==> src/rtl/irq_hub_pkg.sv <==
package irq_hub_pkg;

    localparam int OFF_W = 4;

    localparam logic [OFF_W-1:0] OFF_STAT = 4'h0;
    localparam logic [OFF_W-1:0] OFF_EN   = 4'h2;
    localparam logic [OFF_W-1:0] OFF_CRIT = 4'h3;
    localparam logic [OFF_W-1:0] OFF_POL  = 4'h4;
    localparam logic [OFF_W-1:0] OFF_TRIG = 4'h5;
    localparam logic [OFF_W-1:0] OFF_MASK = 4'h6;
    localparam logic [OFF_W-1:0] OFF_VEC  = 4'h7;

    // position of the "pick valid" flag in the vector word
    localparam int VEC_VLD_BIT = 8;

endpackage

==> src/rtl/irq_hub_sync.sv <==
module irq_hub_sync #(
    parameter int W = 32
) (
    input  logic         clk,
    input  logic         rst_n,
    input  logic [W-1:0] din,
    output logic [W-1:0] dout
);
    typedef struct packed {
        logic [W-1:0] s1;
        logic [W-1:0] s2;
    } sync_t;

    sync_t st_d, st_q;

    always_comb begin
        st_d    = st_q;
        st_d.s1 = din;
        st_d.s2 = st_q.s1;
    end

    always_ff @(posedge clk) begin
        if (!rst_n) st_q <= '0;
        else        st_q <= st_d;
    end

    assign dout = st_q.s2;

endmodule

==> src/rtl/irq_hub_sense.sv <==
module irq_hub_sense #(
    parameter int W = 32
) (
    input  logic         clk,
    input  logic         rst_n,
    input  logic [W-1:0] lvl,      // synchronised inputs, register bit order
    input  logic [W-1:0] pol,
    input  logic [W-1:0] trig,
    input  logic         clr_we,
    input  logic [W-1:0] clr,
    output logic [W-1:0] status
);
    typedef struct packed {
        logic [W-1:0] prev;
        logic [W-1:0] stat;
    } sense_t;

    sense_t st_d, st_q;
    logic [W-1:0] hit;

    for (genvar i = 0; i < W; i++) begin : g_bit
        always_comb begin
            if (trig[i]) begin
                hit[i] = pol[i] ? (lvl[i] & ~st_q.prev[i]) : (~lvl[i] & st_q.prev[i]);
            end else begin
                hit[i] = ~(lvl[i] ^ pol[i]);
            end
        end

        AST_EVENT_SETS: assert property (@(posedge clk) disable iff (!rst_n)
            hit[i] |=> status[i]);
        AST_CLEAR_DROPS: assert property (@(posedge clk) disable iff (!rst_n)
            (clr_we && clr[i] && !hit[i]) |=> !status[i]);
        AST_LEVEL_HOLDS: assert property (@(posedge clk) disable iff (!rst_n)
            (clr_we && clr[i] && !trig[i] && (lvl[i] == pol[i])) |=> status[i]);
    end

    always_comb begin
        st_d      = st_q;
        st_d.prev = lvl;
        st_d.stat = (st_q.stat & ~(clr_we ? clr : '0)) | hit;
    end

    always_ff @(posedge clk) begin
        if (!rst_n) st_q <= '0;
        else        st_q <= st_d;
    end

    assign status = st_q.stat;

endmodule

==> src/rtl/irq_hub_pick.sv <==
module irq_hub_pick #(
    parameter int W     = 32,
    parameter int IDX_W = $clog2(W)
) (
    input  logic             clk,
    input  logic             rst_n,
    input  logic [W-1:0]     masked,
    output logic [IDX_W-1:0] num,
    output logic             vld
);
    logic [IDX_W-1:0] idx;
    logic [W-1:0]     below;

    // scan downward so the lowest set bit is the last to assign
    always_comb begin
        idx = '0;
        for (int i = W - 1; i >= 0; i--) begin
            if (masked[i]) idx = IDX_W'(i);
        end
    end

    assign vld   = |masked;
    assign num   = vld ? (IDX_W'(W - 1) - idx) : '0;
    assign below = (W'(1) << idx) - W'(1);

    AST_PICK_LOWEST: assert property (@(posedge clk) disable iff (!rst_n)
        vld |-> (masked[idx] && ((masked & below) == '0)));
    AST_PICK_EMPTY: assert property (@(posedge clk) disable iff (!rst_n)
        !vld |-> (masked == '0 && num == '0));

endmodule

==> src/rtl/irq_hub.sv <==
module irq_hub
    import irq_hub_pkg::*;
#(
    parameter int N_SRC = 32
) (
    input  logic             clk,
    input  logic             rst_n,
    input  logic [N_SRC-1:0] irq_in,
    input  logic [OFF_W-1:0] reg_addr,
    input  logic             reg_we,
    input  logic [N_SRC-1:0] reg_wdata,
    output logic [N_SRC-1:0] reg_rdata,
    output logic             irq_norm,
    output logic             irq_crit
);
    localparam int IDX_W = $clog2(N_SRC);

    typedef struct packed {
        logic [N_SRC-1:0] en;
        logic [N_SRC-1:0] crit;
        logic [N_SRC-1:0] pol;
        logic [N_SRC-1:0] trig;
    } cfg_t;

    cfg_t cfg_d, cfg_q;

    logic [N_SRC-1:0] src_bits;
    logic [N_SRC-1:0] lvl;
    logic [N_SRC-1:0] status;
    logic [N_SRC-1:0] masked;
    logic [IDX_W-1:0] pick_num;
    logic             pick_vld;
    logic             stat_clr;
    logic             gap_wr;

    // source n lands on register bit N_SRC-1-n
    for (genvar n = 0; n < N_SRC; n++) begin : g_map
        assign src_bits[N_SRC-1-n] = irq_in[n];
    end

    irq_hub_sync #(.W(N_SRC)) u_sync (
        .clk  (clk),
        .rst_n(rst_n),
        .din  (src_bits),
        .dout (lvl)
    );

    assign stat_clr = reg_we && (reg_addr == OFF_STAT);

    irq_hub_sense #(.W(N_SRC)) u_sense (
        .clk   (clk),
        .rst_n (rst_n),
        .lvl   (lvl),
        .pol   (cfg_q.pol),
        .trig  (cfg_q.trig),
        .clr_we(stat_clr),
        .clr   (reg_wdata),
        .status(status)
    );

    assign masked = status & cfg_q.en;

    irq_hub_pick #(.W(N_SRC), .IDX_W(IDX_W)) u_pick (
        .clk   (clk),
        .rst_n (rst_n),
        .masked(masked),
        .num   (pick_num),
        .vld   (pick_vld)
    );

    always_comb begin
        cfg_d = cfg_q;
        if (reg_we) begin
            case (reg_addr)
                OFF_EN:   cfg_d.en   = reg_wdata;
                OFF_CRIT: cfg_d.crit = reg_wdata;
                OFF_POL:  cfg_d.pol  = reg_wdata;
                OFF_TRIG: cfg_d.trig = reg_wdata;
                default:  ;
            endcase
        end
    end

    always_ff @(posedge clk) begin
        if (!rst_n) cfg_q <= '0;
        else        cfg_q <= cfg_d;
    end

    always_comb begin
        reg_rdata = '0;
        case (reg_addr)
            OFF_STAT: reg_rdata = status;
            OFF_EN:   reg_rdata = cfg_q.en;
            OFF_CRIT: reg_rdata = cfg_q.crit;
            OFF_POL:  reg_rdata = cfg_q.pol;
            OFF_TRIG: reg_rdata = cfg_q.trig;
            OFF_MASK: reg_rdata = masked;
            OFF_VEC: begin
                reg_rdata[IDX_W-1:0]  = pick_num;
                reg_rdata[VEC_VLD_BIT] = pick_vld;
            end
            default:  reg_rdata = '0;
        endcase
    end

    assign irq_crit = |(masked & cfg_q.crit);
    assign irq_norm = |(masked & ~cfg_q.crit);

    assign gap_wr = reg_we && (reg_addr == 4'h1 || reg_addr > OFF_VEC);

    AST_RESET_CLEAN: assert property (@(posedge clk) disable iff (!rst_n)
        $rose(rst_n) |-> (cfg_q == '0));
    AST_QUIET_WHEN_OFF: assert property (@(posedge clk) disable iff (!rst_n)
        (cfg_q.en == '0) |-> (!irq_norm && !irq_crit));
    AST_REQ_HAS_PICK: assert property (@(posedge clk) disable iff (!rst_n)
        (irq_norm || irq_crit) |-> pick_vld);
    AST_GAP_IGNORED: assert property (@(posedge clk) disable iff (!rst_n)
        gap_wr |=> (cfg_q == $past(cfg_q)));

endmodule

==> config.mk <==
export PLATFORM = sky130hd
export DESIGN_NAME = irq_hub
export DESIGN_NICKNAME = d
export VERILOG_FILES = /design/src/rtl/irq_hub_pkg.sv /design/src/rtl/irq_hub_sync.sv /design/src/rtl/irq_hub_sense.sv /design/src/rtl/irq_hub_pick.sv /design/src/rtl/irq_hub.sv
export SDC_FILE = /design/constraint.sdc
export NUM_CORES = 1
export LEC_CHECK = 0
export BUFFER_PORTS_ARGS = -buffer_cell sky130_fd_sc_hd__buf_2
export CAP_MARGIN = 20
export CORE_UTILIZATION = 55
export DETAILED_ROUTE_END_ITERATION = 10
export GPL_TIMING_DRIVEN = 0
export HOLD_SLACK_MARGIN = 0.03
export PLACE_DENSITY = 0.75
export SYNTH_ARGS = -nofsm -noshare
export SYNTH_HDL_FRONTEND = slang
export SYNTH_SLANG_ARGS = --single-unit
export TNS_END_PERCENT = 5
==> constraint.sdc <==
create_clock -name clk -period 3.18 [get_ports clk]
set_input_delay 0.795 -clock clk [delete_from_list [all_inputs] [get_ports clk]]
set_output_delay 0.795 -clock clk [all_outputs]
set_load 0.01 [all_outputs]
==> impl_results.md, run 1 <==
* Status: finished with violations
* Failing checks: negative setup slack
* Main combinational cell family by area after synthesis: simple AND/OR/NAND/NOR gates
* Synth Cell Area at 11170 sq um
* Pins Over Slew Limit at 0
* Synth Area in Adders at 0%
* Fin crit share at 106.7%
* Critical Path Fanout Max at 6
* Min Tclk post-route at 3.393 ns
* Post-Synth Simple-Gate Area at 23.08%
* Starting density of the core at 56.83%
* Final Hold Viols at 0
* Pin count of the biggest net entering global routing at 15
* Flop2flop setup slack at 2.13 ns
* TritonCTS buffer count at 27
* Number of synthesized flops with an enable pin at 0
* P_int at 5.359 mW
* Worst hold path endpoint: u_sync.dout[23]
* Slowest stage cell, crit path: o41a_1
* Sw Pwr at 1.674 mW
* Power share of the sequential group at 48.5%
* Unrepaired setup endpoints after global routing: yes
* Hold WS at 0.4305 ns
* Grt ovf at 0
* Chip height at 144.5 um
* Final Skew at 0.008209 ns
* Switch share at 23.81%
* DIE WIDTH at 144.5 um
* Worst path max stage delay at 0.54 ns
* Worst Hold Class: flop to flop
* Setup_tns at -0.6209 ns
* Compound-Gate Fraction of Synth Area at 22.92%
* Normalized max-slew margin at 48.22%
* Distinct cells, synth at 51
* Vias per cell at 5.981
* Cell taking the most area after synthesis: dfxtp_1
* Mapped Avg Cell Area at 8.398 sq um
* I/O pin cnt at 105
* All-Layer GR Usage at 36.00%
* Crit-path cells: nand2_1, nand4_1, or2_1, o41a_1, a221o_1, buf_2
* DR iter-0 viols at 949
* DIE AREA at 20880 sq um
* Placed Instances at 1698
* Req. time, crit path at 2.38 ns
* Crit path launch type: flop
* Asr flop ratio synth at 0%
* R2R cell count at 4
* # rows at 51
* Sequential share of the synthesized area at 45.88%
* Synth Net Count at 1401
* Final nets at 1540
* CTS Sinks at 256
* Worst slew pin tran at 0.7767 ns
* Worst Path Arrival at 2.60 ns
* Area grow syn2layout at 18.32%
* Post-DRT Antenna Nets at 0
* # Max-Cap Violations at 0
* Worst ir drop on vdd at 467.3 uV
* Setup WS pre-CTS at -0.9791 ns
* Worst hold start: u_sync.st_d[23]
* Final worst slack at -0.2129 ns
* Xor and xnor area share after synthesis at 4.705%
* HPWL Detailed at 26.72 mm
* Share of layout cells above drive strength 1 at 15.26%
* Critical path class: flop to output pin
* Wire per inst at 21.04 um
* # fillers at 1697
* Combinational Power Share at 6.6%
* GPL Wtd Cong at 1.008
* Global-route wire length before repair at 56.37 mm
* # setup viols final at 4
* Pwr dens at 532.2 nW/um^2
* Most common cell after layout, fill and taps aside: nand2_1
* Reg2reg end: u_sense.status[8]
* CP endpoint kind: output pin
* First-pass iteration count of the detailed router at 6
* # port buffers at 103
* Most used flip-flop cell after synthesis: dfxtp_1
* RR Startpoint: cfg_q[40]
* Total core area at 19650 sq um
* Fmax at 294.7 MHz
* Worst-case clock buffer depth at 3
* Worst-path clk slew at 0.06 ns
* Initial antenna violation count at 0
* Final Total Pwr at 7.033 mW
* Proportion of synthesized area in mux cells at 0%
* Clk_lat worst skew at 0.54 ns
* Synth area leaders: dfxtp_1, nand2_1, a21boi_1
* Worst setup path start: u_sense.status[17]
* LEAKAGE at 5.106 nW
* Hold bufs inserted after CTS at 0
* Most frequent cells in the layout: nand2_1, dfxtp_1, a21boi_1, buf_2, and2_1
* Clk pwr share at 44.9%
* Root buffer cell: clkbuf_16
* Vias in the first global route at 9820
* Yosys Warn Count at 0
* # diodes at 0
* WHS Path Cells at 1
* Post-Route WL at 36.88 mm
* Routed via count at 10490
* CTS tree: yes
* # DRC at 0
* Final Non-Filler Cells at 1753
* Mapped Cells at 1330
* Seq cells post-synth at 256
* Share of the synthesized area in the top cell type at 45.88%
* H-tree levels at 1
==> power by group through the flow <==
stage               logic [mW]  registers [mW]  clock network, mW
floorplan                0.246            3.44                  0
global placement         0.419            3.47                  0
detailed placement       0.428            3.47                  0
CTS                      0.453            3.40               3.18
global route             0.501            3.42               3.30
finish                   0.465            3.41               3.16
==> critical path, delay by kind of cell (launching register included) <==
| family | cells | cell delay (ns) |
|---|---|---|
| AOI/OAI and AO/OA | 2 | 0.91 |
| and+or+nand+nor | 3 | 0.61 |
| DFF | 1 | 0.39 |
| buffers and inverters | 1 | 0.15 |
==> state kept, by name (all words and copies together), names as in the netlist <==
signal,flops
u_sense.status,32
u_sync.st_d,32
u_sense.st_q,32
cfg_q,128
u_sync.dout,32
==> area by class of cell <==
cell class              count  area, sq um  area share, %
plain buffers              78        431.7          3.266
repair buffers            110        568.0          4.298
clock buffers              37        773.2          5.851
well taps                 265        331.6          2.509
clock inverters            11        115.1         0.8710
inverters                  19        71.32         0.5397
flip-flops and latches    256         5152          38.99
multi-input cells         977         5772          43.68
==> cells in the mapped netlist, drive strengths merged, types with 3 or more instances <==
library cell	number
and2	107
nand2	336
o21ai	9
nand4	13
o211ai	19
buf	14
o22ai	14
xnor2	30
nand3	36
xor2	30
a32oi	16
a31oi	7
clkbuf	64
inv	19
nor2b	32
a22oi	71
a21boi	130
nor3	8
and3	3
nor4	4
a21oi	86
dfxtp	256
==> worst max-delay path by stage <==
stage / cells past startpoint / end
after global placement: 8 / reg_rdata[31]
after floorplan: 6 / reg_rdata[23]
after detailed placement: 8 / reg_rdata[31]
final: 6 / reg_rdata[2]
after CTS: 6 / reg_rdata[2]
after global routing: 7 / reg_rdata[0]
==> metrics by stage <==
stage	util (%)	cell area [sq um]
2_1_floorplan	-	11170
3_3_place_gp	61.14	12020
3_5_place_dp	61.14	12020
4_1_cts	67.02	13170
5_1_grt	67.24	13220
6_report	67.24	13220
==> repair_timing <==
action / in CTS / in global routing
resized for setup: 71 / 25
endpoints found under the setup margin: 32 / 29
buffers inserted: 7 / 0
pin swaps: 11 / 5
==> cell families (layout without fill, tap and decap cells) <==
group | Yosys count | after routing
compound gates | 368 | 368
flops | 256 | 256
buf+inv | 97 | 255
simple gates | 549 | 549
xor+xnor | 60 | 60
==> metal layers <==
layer / GRT usage [%] / wire, um
met5: 0 / 0
met4: 16.40 / 1702
met3: 6.391 / 2916
met2: 58.65 / 16700
met1: 46.29 / 15560
Note: power is estimated with default switching activity, not from simulation.
==> run 2: changes to the inputs <==
--- a/config.mk
+++ b/config.mk
@@ -6,7 +6,6 @@
 export NUM_CORES = 1
 export LEC_CHECK = 0
 export BUFFER_PORTS_ARGS = -buffer_cell sky130_fd_sc_hd__buf_2
-export CAP_MARGIN = 20
 export CORE_UTILIZATION = 55
 export DETAILED_ROUTE_END_ITERATION = 10
 export GPL_TIMING_DRIVEN = 0
@@ -14,5 +13,6 @@
 export PLACE_DENSITY = 0.75
 export SYNTH_ARGS = -nofsm -noshare
 export SYNTH_HDL_FRONTEND = slang
+export SYNTH_HIERARCHICAL = 1
 export SYNTH_SLANG_ARGS = --single-unit
 export TNS_END_PERCENT = 5
==> impl_results.md, run 2 <==
* Status: finished with violations
* Failing checks: negative setup slack
* Crit path launch type: flop
* Clk_lat worst skew at 0.53 ns
* Starting density of the core at 56.86%
* Number of synthesized flops with an enable pin at 0
* CTS tree: yes
* Area grow syn2layout at 18.76%
* Req. time, crit path at 2.38 ns
* # port buffers at 104
* Pwr dens at 515.8 nW/um^2
* # fillers at 1794
* Wire per inst at 20.15 um
* Worst Hold Class: flop to flop
* Worst setup path start: u_sense/status[14]
* Worst-path clk slew at 0.06 ns
* Metal3 WL at 2.536 mm
* DIE WIDTH at 147.6 um
* Final worst slack at -0.5985 ns
* Synth area leaders: dfxtp_1, nand2_1, a21boi_1
* CTS Sinks at 256
* Pins Over Slew Limit at 0
* Synth Cell Area at 11650 sq um
* Yosys Warn Count at 6
* Critical path class: flop to output pin
* GPL Wtd Cong at 1.041
* Final Skew at 0.006544 ns
* Mapped Avg Cell Area at 8.384 sq um
* Final Hold Viols at 0
* H-tree levels at 1
* Slowest stage cell, crit path: or4b_4
* Synth Net Count at 1461
* # DRC at 0
* # rows at 52
* Final Non-Filler Cells at 1826
* Final Total Pwr at 7.138 mW
* Seq cells post-synth at 256
* # Max-Cap Violations at 0
* Distinct cells, synth at 48
* Total core area at 20490 sq um
* Most frequent cells in the layout: nand2_1, dfxtp_1, a21boi_1, buf_2, a22oi_1
* Global-route wire length before repair at 56.08 mm
* Hold bufs inserted after CTS at 0
* Max reg flops at 128
* Count leader, synth: nand2_1
* Top sig layer: met4
* Vias per cell at 5.835
* I/O pin cnt at 105
* Routed length on met1 at 15.73 mm
* Placed Instances at 1764
* CP endpoint kind: output pin
* Asr flop ratio synth at 0%
* Vias in the first global route at 10230
* Routed via count at 10660
* Critical Path Fanout Max at 7
* Share of the synthesized area in the top cell type at 43.98%
* Worst Path Arrival at 2.98 ns
* Worst hold start: u_sync/st_d[31]
* All-Layer GR Usage at 33.48%
* TritonCTS buffer count at 27
* DIE AREA at 21770 sq um
* DR iter-0 viols at 911
* Final nets at 1608
* Largest Register: cfg_q
* Fmax at 264.7 MHz
* Cell taking the most area after synthesis: dfxtp_1
* Chip height at 147.6 um
* Finished Core Util at 67.53%
* Root buffer cell: clkbuf_16
* Crit-path cells: buf_4, nand2_1, inv_2, nor4_4, nand4_1, or4b_4, o21ai_2, a21oi_2, a222oi_1, o211ai_1, buf_2
* Post-DRT Antenna Nets at 0
* Worst-case clock buffer depth at 3
* LEAKAGE at 5.597 nW
* Sequential share of the synthesized area at 43.98%
* Most common cell after layout, fill and taps aside: nand2_1
* HPWL Detailed at 26.64 mm
* Most used flip-flop cell after synthesis: dfxtp_1
* Hold WS at 0.4456 ns
* Post-synth top cells: nand2_1, dfxtp_1, a21boi_1
* Unrepaired setup endpoints after global routing: yes
* Post-Route WL at 36.79 mm
* Fin crit share at 118.8%
* Pin count of the biggest net entering global routing at 14
* Initial antenna violation count at 1
* RR Startpoint: u_sense/status[25]
* First-pass iteration count of the detailed router at 5
* Mapped Cells at 1390
* Worst path max stage delay at 0.55 ns
* Met2 wire len at 16.92 mm
* Min Tclk post-route at 3.779 ns
* Share of layout cells above drive strength 1 at 24.95%
* Worst ir drop on vdd at 395.3 uV
* Worst slew pin tran at 0.6963 ns
* # setup viols final at 9
* Grt ovf at 0
* Normalized max-slew margin at 53.58%
[run 2: cell count changes after synthesis, sizes merged, moves of 16 or more]
cell | before | now
a21oi | 86 | 67
nand3 | 36 | 6
xnor2 | 30 | 0
xor2 | 30 | 0
a32oi | 16 | 0
a21boi | 130 | 161
nor3 | 8 | 38
buf | 14 | 65
inv | 19 | 63
clkbuf | 64 | 47
o31a | 2 | 32
[run 2: path summary, 6_finish.rpt]
check,end,slack [ns],cells past startpoint
worst max-delay path,reg_rdata[0],-0.60,11
worst min-delay path,u_sync/dout[31],0.45,1
worst max register to register,u_sense/status[25],2.20,3
worst min register to register,u_sync/dout[31],0.45,1
[run 2: where the power goes]
part	switching [mW]	internal, mW	leakage, nW
Sequential	0.0630	3.31	2.09
Clock	1.25	1.97	0.443
Combinational	0.302	0.244	3.06
Total	1.62	5.52	5.60
[run 2: cell families (layout without fill, tap and decap cells)]
| logic type | Yosys count | after routing | synth area share, % |
|---|---|---|---|
| buffers and inverters | 175 | 340 | 7.483 |
| other | 0 | 1 | 0 |
| and+or+nand+nor | 556 | 556 | 23.50 |
| DFF | 256 | 256 | 43.98 |
| AOI/OAI and AO/OA | 403 | 403 | 25.04 |
[run 2: routing by layer]
| metal | global-route usage (%) | vias to the layer above |
|---|---|---|
| met5 | 0 | - |
| met4 | 14.85 | 0 |
| met3 | 4.630 | 108 |
| met2 | 55.52 | 416 |
| met1 | 43.42 | 5073 |
| li1 | - | 5058 |
[run 2: through the flow]
| stage | instance area [sq um] | setup TNS, ns | worst slack, ns |
|---|---|---|---|
| CTS | 13810 | -2.550 | -0.5838 |
| floorplan | 11650 | 0 | 0.1196 |
| detailed placement | 12510 | -11.46 | -0.5700 |
| global placement | 12510 | -11.57 | -0.6003 |
| finish | 13840 | -2.614 | -0.5985 |
| global route | 13840 | -3.194 | -0.7025 |
[run 2: timing repair]
item,in CTS,in global routing
pin swaps,19,3
setup buffers,18,0
gates resized for setup,113,18
endpoints found under the setup margin,33,26
[run 2: critical path, delay by kind of cell, from the launching register on]
family,cells,cell delay [ns]
AO/OA/AOI/OAI,4,0.66
flip-flops,1,0.30
AND/OR/NAND/NOR,4,1.07
buffers and inverters,3,0.42
[run 2: layout make-up]
cell class,count,area [sq um],area share (%)
multi-input cells,959,5894,42.59
plain buffers,108,654.4,4.728
flip-flops and latches,256,5135,37.10
inverters,63,259.0,1.871
well taps,270,337.8,2.441
clock inverters,8,140.1,1.013
repair buffers,122,655.6,4.737
clock buffers,39,760.7,5.497
diodes,1,2.502,0.01808
